**config.mk**
```make
export PLATFORM = sky130hd
export DESIGN_NAME = pbsl_exec
export DESIGN_NICKNAME = d
export VERILOG_FILES = /design/src/rtl/pbsl_pkg.sv /design/src/rtl/pbsl_decode.sv /design/src/rtl/pbsl_lane.sv /design/src/rtl/pbsl_flag.sv /design/src/rtl/pbsl_exec.sv
export SDC_FILE = /design/constraint.sdc
export NUM_CORES = 1
export LEC_CHECK = 0
export ABC_AREA = 1
export CAP_MARGIN = 10
export CORE_MARGIN = 3
export CORE_UTILIZATION = 38
export CTS_BUF_LIST = sky130_fd_sc_hd__clkbuf_16
export DETAILED_ROUTE_END_ITERATION = 10
export DONT_BUFFER_PORTS = 1
export GPL_TIMING_DRIVEN = 0
export PLACE_DENSITY_LB_ADDON = 0.08
export SLEW_MARGIN = 40
export SYNTH_ARGS = -nofsm -noshare
export SYNTH_HDL_FRONTEND = slang
export SYNTH_HIERARCHICAL = 1
export SYNTH_SLANG_ARGS = --single-unit
```
**constraint.sdc**
```tcl
create_clock -name clk -period 1 [get_ports clk]
set_input_delay 0.3 -clock clk [delete_from_list [all_inputs] [get_ports clk]]
set_output_delay 0.3 -clock clk [all_outputs]
set_load 0.005 [all_outputs]
```
**src/rtl/pbsl_pkg.sv**
```systemverilog
package pbsl_pkg;

   localparam int INSTR_W   = 32;
   localparam int REG_IDX_W = 5;

   typedef logic [REG_IDX_W-1:0] reg_idx_t;

   // Field layout of the instruction word, most significant field first.
   typedef struct packed {
      logic [5:0] major;
      reg_idx_t   src_data;
      reg_idx_t   src_amt;
      reg_idx_t   dst;
      logic       spare;
      logic [6:0] func;
      logic [2:0] sub;
   } instr_fields_t;

   localparam logic [5:0] MAJOR_CODE = 6'b001000;
   localparam logic [6:0] FUNC_CODE  = 7'b1110010;
   localparam logic [2:0] SUB_CODE   = 3'b101;

endpackage

```
**src/rtl/pbsl_decode.sv**
```systemverilog
module pbsl_decode
   import pbsl_pkg::*;
(
   input  logic [INSTR_W-1:0] instr,
   output logic               match,
   output reg_idx_t           data_idx,
   output reg_idx_t           amt_idx,
   output reg_idx_t           dst_idx
);

   instr_fields_t f;

   initial begin
      if ($bits(instr_fields_t) != INSTR_W)
         $error("pbsl_decode: field layout does not fill the instruction word");
   end

   always_comb begin
      f        = instr_fields_t'(instr);
      // The spare bit takes no part in recognition.
      match    = (f.major == MAJOR_CODE) &&
                 (f.func  == FUNC_CODE)  &&
                 (f.sub   == SUB_CODE);
      data_idx = f.src_data;
      amt_idx  = f.src_amt;
      dst_idx  = f.dst;
   end

endmodule

```
**src/rtl/pbsl_lane.sv**
```systemverilog
module pbsl_lane #(
   parameter int  LANE_W     = 8,
   parameter bit  USE_STAGED = 1'b1,
   localparam int SH_W       = $clog2(LANE_W)
) (
   input  logic [LANE_W-1:0] din,
   input  logic [SH_W-1:0]   shamt,
   output logic [LANE_W-1:0] res,
   output logic              ovf
);

   localparam logic [LANE_W-1:0] ONES = {LANE_W{1'b1}};

   initial begin
      if (LANE_W < 2)
         $error("pbsl_lane: LANE_W must be at least 2");
      if ((1 << SH_W) != LANE_W)
         $error("pbsl_lane: LANE_W must be a power of two");
   end

   generate
      if (USE_STAGED) begin : g_staged
         // Logarithmic shifter: stage k moves by 2**k and records the
         // bits it pushes past the top of the lane.
         logic [SH_W:0][LANE_W-1:0] st;
         logic [SH_W-1:0]           lost;

         always_comb begin
            st[0] = din;
            for (int k = 0; k < SH_W; k++) begin
               if (shamt[k]) begin
                  st[k+1] = st[k] << (1 << k);
                  lost[k] = |(st[k] & ~(ONES >> (1 << k)));
               end else begin
                  st[k+1] = st[k];
                  lost[k] = 1'b0;
               end
            end
            res = st[SH_W];
            ovf = |lost;
         end
      end else begin : g_direct
         // Single barrel shift with the overflow mask taken from the amount.
         always_comb begin
            res = din << shamt;
            ovf = |(din & ~(ONES >> shamt));
         end
      end
   endgenerate


   always_comb begin
      if (shamt == '0) begin
         zero_shift_identity_chk: assert (res == din && !ovf);
      end
   end

endmodule

```
**src/rtl/pbsl_flag.sv**
```systemverilog
module pbsl_flag #(
   parameter int LANES    = 4,
   parameter int CTRL_W   = 32,
   parameter int FLAG_BIT = 22
) (
   input  logic [LANES-1:0]  lane_ovf,
   input  logic [CTRL_W-1:0] ctrl_in,
   output logic              any_ovf,
   output logic [CTRL_W-1:0] ctrl_next
);

   localparam logic [CTRL_W-1:0] FLAG_MASK = CTRL_W'(1) << FLAG_BIT;

   initial begin
      if (FLAG_BIT < 0 || FLAG_BIT >= CTRL_W)
         $error("pbsl_flag: FLAG_BIT outside control register");
   end

   always_comb begin
      any_ovf   = |lane_ovf;
      // Sticky: only sets the bit, never clears it.
      ctrl_next = ctrl_in | FLAG_MASK;
   end

endmodule

```
**src/rtl/pbsl_exec.sv**
```systemverilog
module pbsl_exec #(
   parameter int LANES      = 4,
   parameter int LANE_W     = 8,
   parameter int CTRL_W     = 32,
   parameter int FLAG_BIT   = 22,
   parameter bit USE_STAGED = 1'b1
) (
   input  logic                     clk,
   input  logic                     rst_n,
   input  logic                     issue,
   input  logic [31:0]              instr,
   input  logic                     dsp_en,
   input  logic [LANES*LANE_W-1:0]  rs_val,
   input  logic [LANES*LANE_W-1:0]  rt_val,
   input  logic [CTRL_W-1:0]        ctrl_in,
   output logic                     out_valid,
   output logic                     rd_we,
   output logic [4:0]               rd_idx,
   output logic [LANES*LANE_W-1:0]  rd_data,
   output logic                     ctrl_we,
   output logic [CTRL_W-1:0]        ctrl_out,
   output logic                     dsp_exc
);
   import pbsl_pkg::*;

   localparam int DATA_W = LANES * LANE_W;
   localparam int SH_W   = $clog2(LANE_W);
   localparam logic [CTRL_W-1:0] FLAG_MASK = CTRL_W'(1) << FLAG_BIT;

   initial begin
      if (LANES < 1)
         $error("pbsl_exec: LANES must be positive");
      if (DATA_W > 64)
         $error("pbsl_exec: operand width too large");
   end

   // Decode
   logic     hit;
   reg_idx_t data_idx, amt_idx, dst_idx;

   pbsl_decode u_dec (
      .instr    (instr),
      .match    (hit),
      .data_idx (data_idx),
      .amt_idx  (amt_idx),
      .dst_idx  (dst_idx)
   );

   // Lanes share the amount taken from the low bits of rs.
   logic [SH_W-1:0]   shamt;
   logic [DATA_W-1:0] shifted;
   logic [LANES-1:0]  lane_ovf;

   assign shamt = rs_val[SH_W-1:0];

   for (genvar g = 0; g < LANES; g++) begin : g_lane
      pbsl_lane #(
         .LANE_W     (LANE_W),
         .USE_STAGED (USE_STAGED)
      ) u_lane (
         .din   (rt_val[g*LANE_W +: LANE_W]),
         .shamt (shamt),
         .res   (shifted[g*LANE_W +: LANE_W]),
         .ovf   (lane_ovf[g])
      );
   end

   // Control register update
   logic              any_ovf;
   logic [CTRL_W-1:0] ctrl_next;

   pbsl_flag #(
      .LANES    (LANES),
      .CTRL_W   (CTRL_W),
      .FLAG_BIT (FLAG_BIT)
   ) u_flag (
      .lane_ovf  (lane_ovf),
      .ctrl_in   (ctrl_in),
      .any_ovf   (any_ovf),
      .ctrl_next (ctrl_next)
   );

   // Qualification and output register
   logic fire, commit, trap;

   always_comb begin
      fire   = issue & hit;
      commit = fire & dsp_en;
      trap   = fire & ~dsp_en;
   end

   always_ff @(posedge clk or negedge rst_n) begin
      if (!rst_n) begin
         out_valid <= 1'b0;
         rd_we     <= 1'b0;
         rd_idx    <= '0;
         rd_data   <= '0;
         ctrl_we   <= 1'b0;
         ctrl_out  <= '0;
         dsp_exc   <= 1'b0;
      end else begin
         out_valid <= fire;
         rd_we     <= commit;
         rd_idx    <= commit ? dst_idx : '0;
         rd_data   <= commit ? shifted : '0;
         ctrl_we   <= commit & any_ovf;
         ctrl_out  <= (commit & any_ovf) ? ctrl_next : '0;
         dsp_exc   <= trap;
      end
   end


   exc_blocks_write_chk: assert property (@(posedge clk) disable iff (!rst_n)
      dsp_exc |-> (!rd_we && !ctrl_we && out_valid));


   flag_needs_write_chk: assert property (@(posedge clk) disable iff (!rst_n)
      ctrl_we |-> rd_we);


   flag_bit_set_chk: assert property (@(posedge clk) disable iff (!rst_n)
      ctrl_we |-> ctrl_out[FLAG_BIT]);


   flag_others_kept_chk: assert property (@(posedge clk) disable iff (!rst_n)
      ctrl_we |-> ((ctrl_out & ~FLAG_MASK) == ($past(ctrl_in) & ~FLAG_MASK)));


   idle_quiet_chk: assert property (@(posedge clk) disable iff (!rst_n)
      !issue |=> (!out_valid && !rd_we && !ctrl_we && !dsp_exc));


   zero_shift_no_flag_chk: assert property (@(posedge clk) disable iff (!rst_n)
      (issue && rs_val[SH_W-1:0] == '0) |=> !ctrl_we);


   write_follows_issue_chk: assert property (@(posedge clk) disable iff (!rst_n)
      (issue && hit && dsp_en) |=> (rd_we && out_valid));

endmodule

```
==> results of run 1 <==
[cells in the final DEF (no fill, tap or decap), types with 3 or more instances in the layout]
cell       count
o21ai_1       20
nand3_1       30
clkbuf_16     10
buf_4         44
nand4_1        5
nand2_2       29
a22oi_1        4
nor2_1        91
buf_6         12
nor2_2         6
nand2_4       10
inv_1         78
inv_8          3
dfrtp_1       73
clkbuf_1       4
clkinv_4       3
nand2_1       73
inv_2          9
nand3_2       24
a21oi_1        4
o21ai_0        4
buf_12         3
[layer usage]
metal | vias to the layer above | wire [um] | global-route usage [%]
met5 | - | 15 | 0
met2 | 115 | 4725 | 27.54
met1 | 1489 | 3955 | 19.91
met4 | 2 | 226 | 6.853
li1 | 1599 | - | -
met3 | 19 | 851 | 5.625
[through the flow]
| step | worst slack, ps | hold WS (ps) | instances |
|---|---|---|---|
| floorplan | -483.7 | 4.409 | 526 |
| global placement | -833.9 | 5.908 | 659 |
| detailed placement | -882.7 | 6.070 | 659 |
| CTS | -386.8 | -349.0 | 683 |
| global route | -524.2 | -355.6 | 686 |
| finish | -391.1 | -333.7 | 686 |
[how the worst max path moves through the flow]
stage | start | endpoint | slack (ps) | cells past startpoint
finish | rs_val[0] | ctrl_out[16]$_DFF_PN0_ | -390 | 14
floorplan | rs_val[0] | ctrl_out[12]$_DFF_PN0_ | -480 | 12
global route | rs_val[0] | ctrl_out[12]$_DFF_PN0_ | -520 | 14
CTS | rs_val[0] | ctrl_out[16]$_DFF_PN0_ | -390 | 13
global placement | rs_val[0] | ctrl_out[27]$_DFF_PN0_ | -830 | 13
detailed placement | rs_val[0] | ctrl_out[16]$_DFF_PN0_ | -880 | 13
[layout make-up]
| class | count | area, um^2 |
|---|---|---|
| Sequential cell | 73 | 1827 |
| Fill cell | 971 | 5136 |
| Timing Repair Buffer | 12 | 138.9 |
| Clock buffer | 9 | 225.2 |
| Buffer | 55 | 484.2 |
| Tap cell | 133 | 166.4 |
| Clock inverter | 7 | 72.57 |
| Multi-Input combinational cell | 304 | 1598 |
| Inverter | 93 | 396.6 |
[registers in the layout (all words and copies together) (netlist names)]
| name | flops |
|---|---|
| ctrl_out | 32 |
| rd_data | 32 |
| rd_idx | 5 |
| ctrl_we | 1 |
| dsp_exc | 1 |
| out_valid | 1 |
| rd_we | 1 |
[critical path: stages]
cell	delay [ps]
buf_12	120
inv_12	50
nand2_8	70
nand3_4	60
nand2_2	70
nand2_1	50
o21ai_1	150
nand2_1	90
nor2_2	130
nand2_1	70
nand4_1	120
buf_6	160
buf_6	120
nor2_1	40
[power groups by stage]
stage	clock, mW	sequential (mW)	combinational, mW
2_1_floorplan	0	3.01	0.685
3_3_place_gp	0	3.01	0.781
3_5_place_dp	0	3.01	0.789
4_1_cts	3.27	2.95	0.833
5_1_grt	3.45	2.95	0.997
6_report	3.16	2.95	0.883
[repair_timing]
item,in CTS,in global routing
pin swaps,9,10
endpoints found under the setup margin,123,131
buffers inserted,5,3
gates cloned,3,1
gates resized for setup,23,18
endpoints found under the hold margin,73,73
==> results_dict.tcl, run 1 <==
set metrics [dict create \
    layout.nets 680 \
    htree_levels 3 \
    p_leak_nw 2.696 \
    worst_hold_slack_ps -333.7 \
    hp-class "input port to asynchronous set/reset pin" \
    routedWlPerCell_um 14.25 \
    critPathLaunchType "input port" \
    hpwlAfterDp_mm 7.300 \
    p_switching_mw 1.692 \
    grt_pass1_vias 3186 \
    drt-vias-per-instance 4.700 \
    io_pins 205 \
    gp_congestion 0.8642 \
    portBuffers 0 \
    drt_pass1_iterations 4 \
    yosys_warnings 6 \
    final_util_pct 48.87 \
    tns_ps -12370 \
    slew_viol_final 0 \
    cts_tree "done" \
    fin_ws_ps -391.1 \
    path_class "input port to flip-flop" \
    place_area_mm2 0.004338 \
    diodes 0 \
    grt_usage_pct 16.67 \
    avgSynthCellArea_um2 7.636 \
    power.density_mw_per_mm2 1425 \
    seq_power_share_pct 42.2 \
    cp_max_fo 9 \
    min_period_ps 1391 \
    dieArea_mm2 0.01184 \
    vias 3224 \
    drive_above_1_share_pct 30.02 \
    end_kind "flip-flop" \
    grt_pass1_wl_mm 15.37 \
    total_power_mw 6.997 \
    p_clk_share_pct 45.2 \
    antenna_found_initial 1 \
    design_area_mm2 0.004908 \
    worst-endpoint-arrival_ps 1610 \
    area_delta_synth_final_pct 22.21 \
    drt-initial-drc-count 144 \
    p_int_mw 5.305 \
    die_w_um 108.8 \
    max_cap_viol_count 0 \
    fin_crit_sh_pct 139.1 \
    netlist_instances 526 \
    syn-num-nets 658 \
    antenna_left 0 \
    grt_max_degree 74 \
    hold_viol 73 \
    p_comb_share_pct 12.6 \
    clock.fmax_mhz 718.9 \
    core_mm2 0.01004 \
    violations "negative hold slack, negative setup slack" \
    initial_core_util_pct 39.99 \
    status "complete, but fails checks" \
    overflow 0 \
    netlist_area_mm2 0.004016 \
    wl_mm 9.774 \
    numClockSinks 73 \
    cts-buffers-inserted 9 \
    dieHeight_um 108.8 \
    setup_viol 92 \
    clk_pin_slew_worst_paths_ps 60 \
    cts_root_buf "clkbuf_16" \
    drcViolationCount 0 \
    ir_worst_vdd_mv 0.7447 \
    cts.path.max_buffers 2 \
    rsz0062_at_grt "yes" \
    switching_share_pct 24.18 \
    std_cell_rows 36 \
    critPathRequiredTime_ps 1220 \
]
Note: power is estimated with default switching activity, not from simulation.
==> run 2: changes to the inputs <==
--- a/config.mk
+++ b/config.mk
@@ -13,7 +13,7 @@
 export DETAILED_ROUTE_END_ITERATION = 10
 export DONT_BUFFER_PORTS = 1
 export GPL_TIMING_DRIVEN = 0
-export PLACE_DENSITY_LB_ADDON = 0.08
+export PLACE_DENSITY_LB_ADDON = 0.1
 export SLEW_MARGIN = 40
 export SYNTH_ARGS = -nofsm -noshare
 export SYNTH_HDL_FRONTEND = slang
==> run 2 against run 1 <==
Compared with the run above:
- the flow still finishes with violations (negative hold slack, negative setup slack)
- largest cell class unchanged
- non-clock buffer count rose by 2
- count of clock-buffer cells in the layout unchanged
- cell count increased by 0.29%
- sequential cell count unchanged
- core utilization rose by 1.2 points
- die area is the same
- routed wire length is 0.85% higher
- maximum frequency up 2.8%
- combinational power increased by 3.9%
- critical path type unchanged
- critical endpoint is now ctrl_out[8]$_DFF_PN0_
- worst setup slack improved by 38 ps
==> results_dict.tcl, run 2 (same netlist as run 1, synthesis figures left out) <==
set metrics [dict create \
    fin_crit_sh_pct 135.3 \
    cts_tree "done" \
    status "complete, but fails checks" \
    drt-vias-per-instance 4.650 \
    crit_family "simple AND/OR/NAND/NOR gates" \
    cts.path.max_buffers 2 \
    cp_max_fo 9 \
    hp-class "input port to asynchronous set/reset pin" \
    io_pins 205 \
    dieHeight_um 108.8 \
    tns_ps -12040 \
    power.density_mw_per_mm2 1463 \
    core_mm2 0.01004 \
    htree_levels 3 \
    slowest_delay_ps 170 \
    die_w_um 108.8 \
    drcViolationCount 0 \
    worst_hold_slack_ps -340.0 \
    cpMaxStageDelayCell "buf_6" \
    violations "negative hold slack, negative setup slack" \
    grt_pass1_vias 2920 \
    final_cell_mix "95 x nor2_1, 77 x inv_1, 73 x dfrtp_1" \
    diodes 0 \
    critPathRequiredTime_ps 1220 \
    routedWlPerCell_um 14.33 \
    critPathLaunchType "input port" \
    portBuffers 0 \
    std_cell_rows 36 \
    rsz0062_at_grt "yes" \
    path_class "input port to flip-flop" \
    grt_max_degree 74 \
    hold_viol 73 \
    grt_pass1_wl_mm 14.68 \
    path_cells "buf_12, inv_12, nand2_4, nand3_2, nand2_2, nand2_2, o21ai_2, nand2_1, nor2_2, nand2_1, nand4_1, buf_6, clkbuf_16, nor2_1" \
    reg_top3 "ctrl_out: 32 flops, rd_data: 32 flops, rd_idx: 5 flops" \
    end_kind "flip-flop" \
    area_delta_synth_final_pct 25.23 \
    p_leak_nw 2.746 \
    final_common_cell "nor2_1" \
    drive_above_1_share_pct 32.79 \
    fin_ws_ps -353.0 \
    total_power_mw 7.356 \
    setup_viol 117 \
    worst-endpoint-arrival_ps 1570 \
    drt-initial-drc-count 125 \
    grt_usage_pct 15.89 \
    slew_viol_final 0 \
    clock.fmax_mhz 739.1 \
    max_cap_viol_count 0 \
    layout.nets 682 \
    ir_worst_vdd_mv 0.9376 \
    cts-buffers-inserted 9 \
    clk_pin_slew_worst_paths_ps 60 \
    drt_pass1_iterations 4 \
    initial_core_util_pct 39.99 \
    vias 3199 \
    dieArea_mm2 0.01184 \
    gp_congestion 0.8279 \
    wl_mm 9.857 \
    min_period_ps 1353 \
    cts_root_buf "clkbuf_16" \
    overflow 0 \
    crit_buf_inv 4 \
    numClockSinks 73 \
    antenna_left 0 \
    hpwlAfterDp_mm 7.083 \
    antenna_found_initial 0 \
]
-- run 2: cell count changes in the layout (fill, tap and decap cells not counted), sizes merged --
| cell | change |
|---|---|
| clkbuf | +1 |
| inv | +1 |
| bufinv | +1 |
| clkinv | -2 |
| buf | +1 |
-- run 2: worst paths after layout --
check,slack [ps],cells past startpoint,startpoint,endpoint
setup / recovery,-350,14,rs_val[0],ctrl_out[8]$_DFF_PN0_
hold / removal,-340,0,rst_n,ctrl_out[12]$_DFF_PN0_
min in group clk,30,1,dsp_en,dsp_exc$_DFF_PN0_
max in group asynchronous,1240,0,rst_n,rd_data[17]$_DFF_PN0_
-- run 2: layer usage --
| metal | GRT usage (%) | wire length [um] | vias to the layer above |
|---|---|---|---|
| li1 | - | - | 1600 |
| met1 | 19.66 | 4059 | 1484 |
| met2 | 25.99 | 4917 | 105 |
| met3 | 4.618 | 739 | 10 |
| met4 | 6.492 | 141 | 0 |
| met5 | 0 | 0 | - |
-- run 2: timing repair --
action | 4_1_cts | 5_1_grt
buffers inserted | 2 | 7
endpoints found under the setup margin | 125 | 139
pin swaps | 1 | 14
gates resized for setup | 14 | 41
cloned | 2 | 2
endpoints found under the hold margin | 73 | 73
-- run 2: area by class of cell --
type	count	area [um^2]
fillers	1002	5015
flip-flops and latches	73	1827
multi-input cells	304	1644
plain buffers	56	508.0
inverters	93	396.6
clock buffers	9	225.2
well taps	133	166.4
repair buffers	13	160.2
clock inverters	7	102.6
-- run 2: metrics by stage --
| stage | utilization (%) | hold WS, ps | setup slack (ps) | instances | cell area (um^2) |
|---|---|---|---|---|---|
| detailed placement | 43.19 | 5.946 | -846.1 | 659 | 4338 |
| global placement | 43.19 | 5.904 | -845.2 | 659 | 4338 |
| CTS | 47.46 | -357.1 | -345.5 | 679 | 4767 |
| floorplan | - | 4.409 | -483.7 | 526 | 4172 |
| finish | 50.07 | -340.0 | -353.0 | 688 | 5030 |
| global route | 50.07 | -363.0 | -479.3 | 688 | 5030 |
-- run 2: report_power, final --
part / total [mW] / internal, mW / switching [mW]
registers: 2.95 / 2.95 / 0.00000596
logic: 0.917 / 0.441 / 0.476
clock network: 3.48 / 2.21 / 1.28
total: 7.36 / 5.60 / 1.75
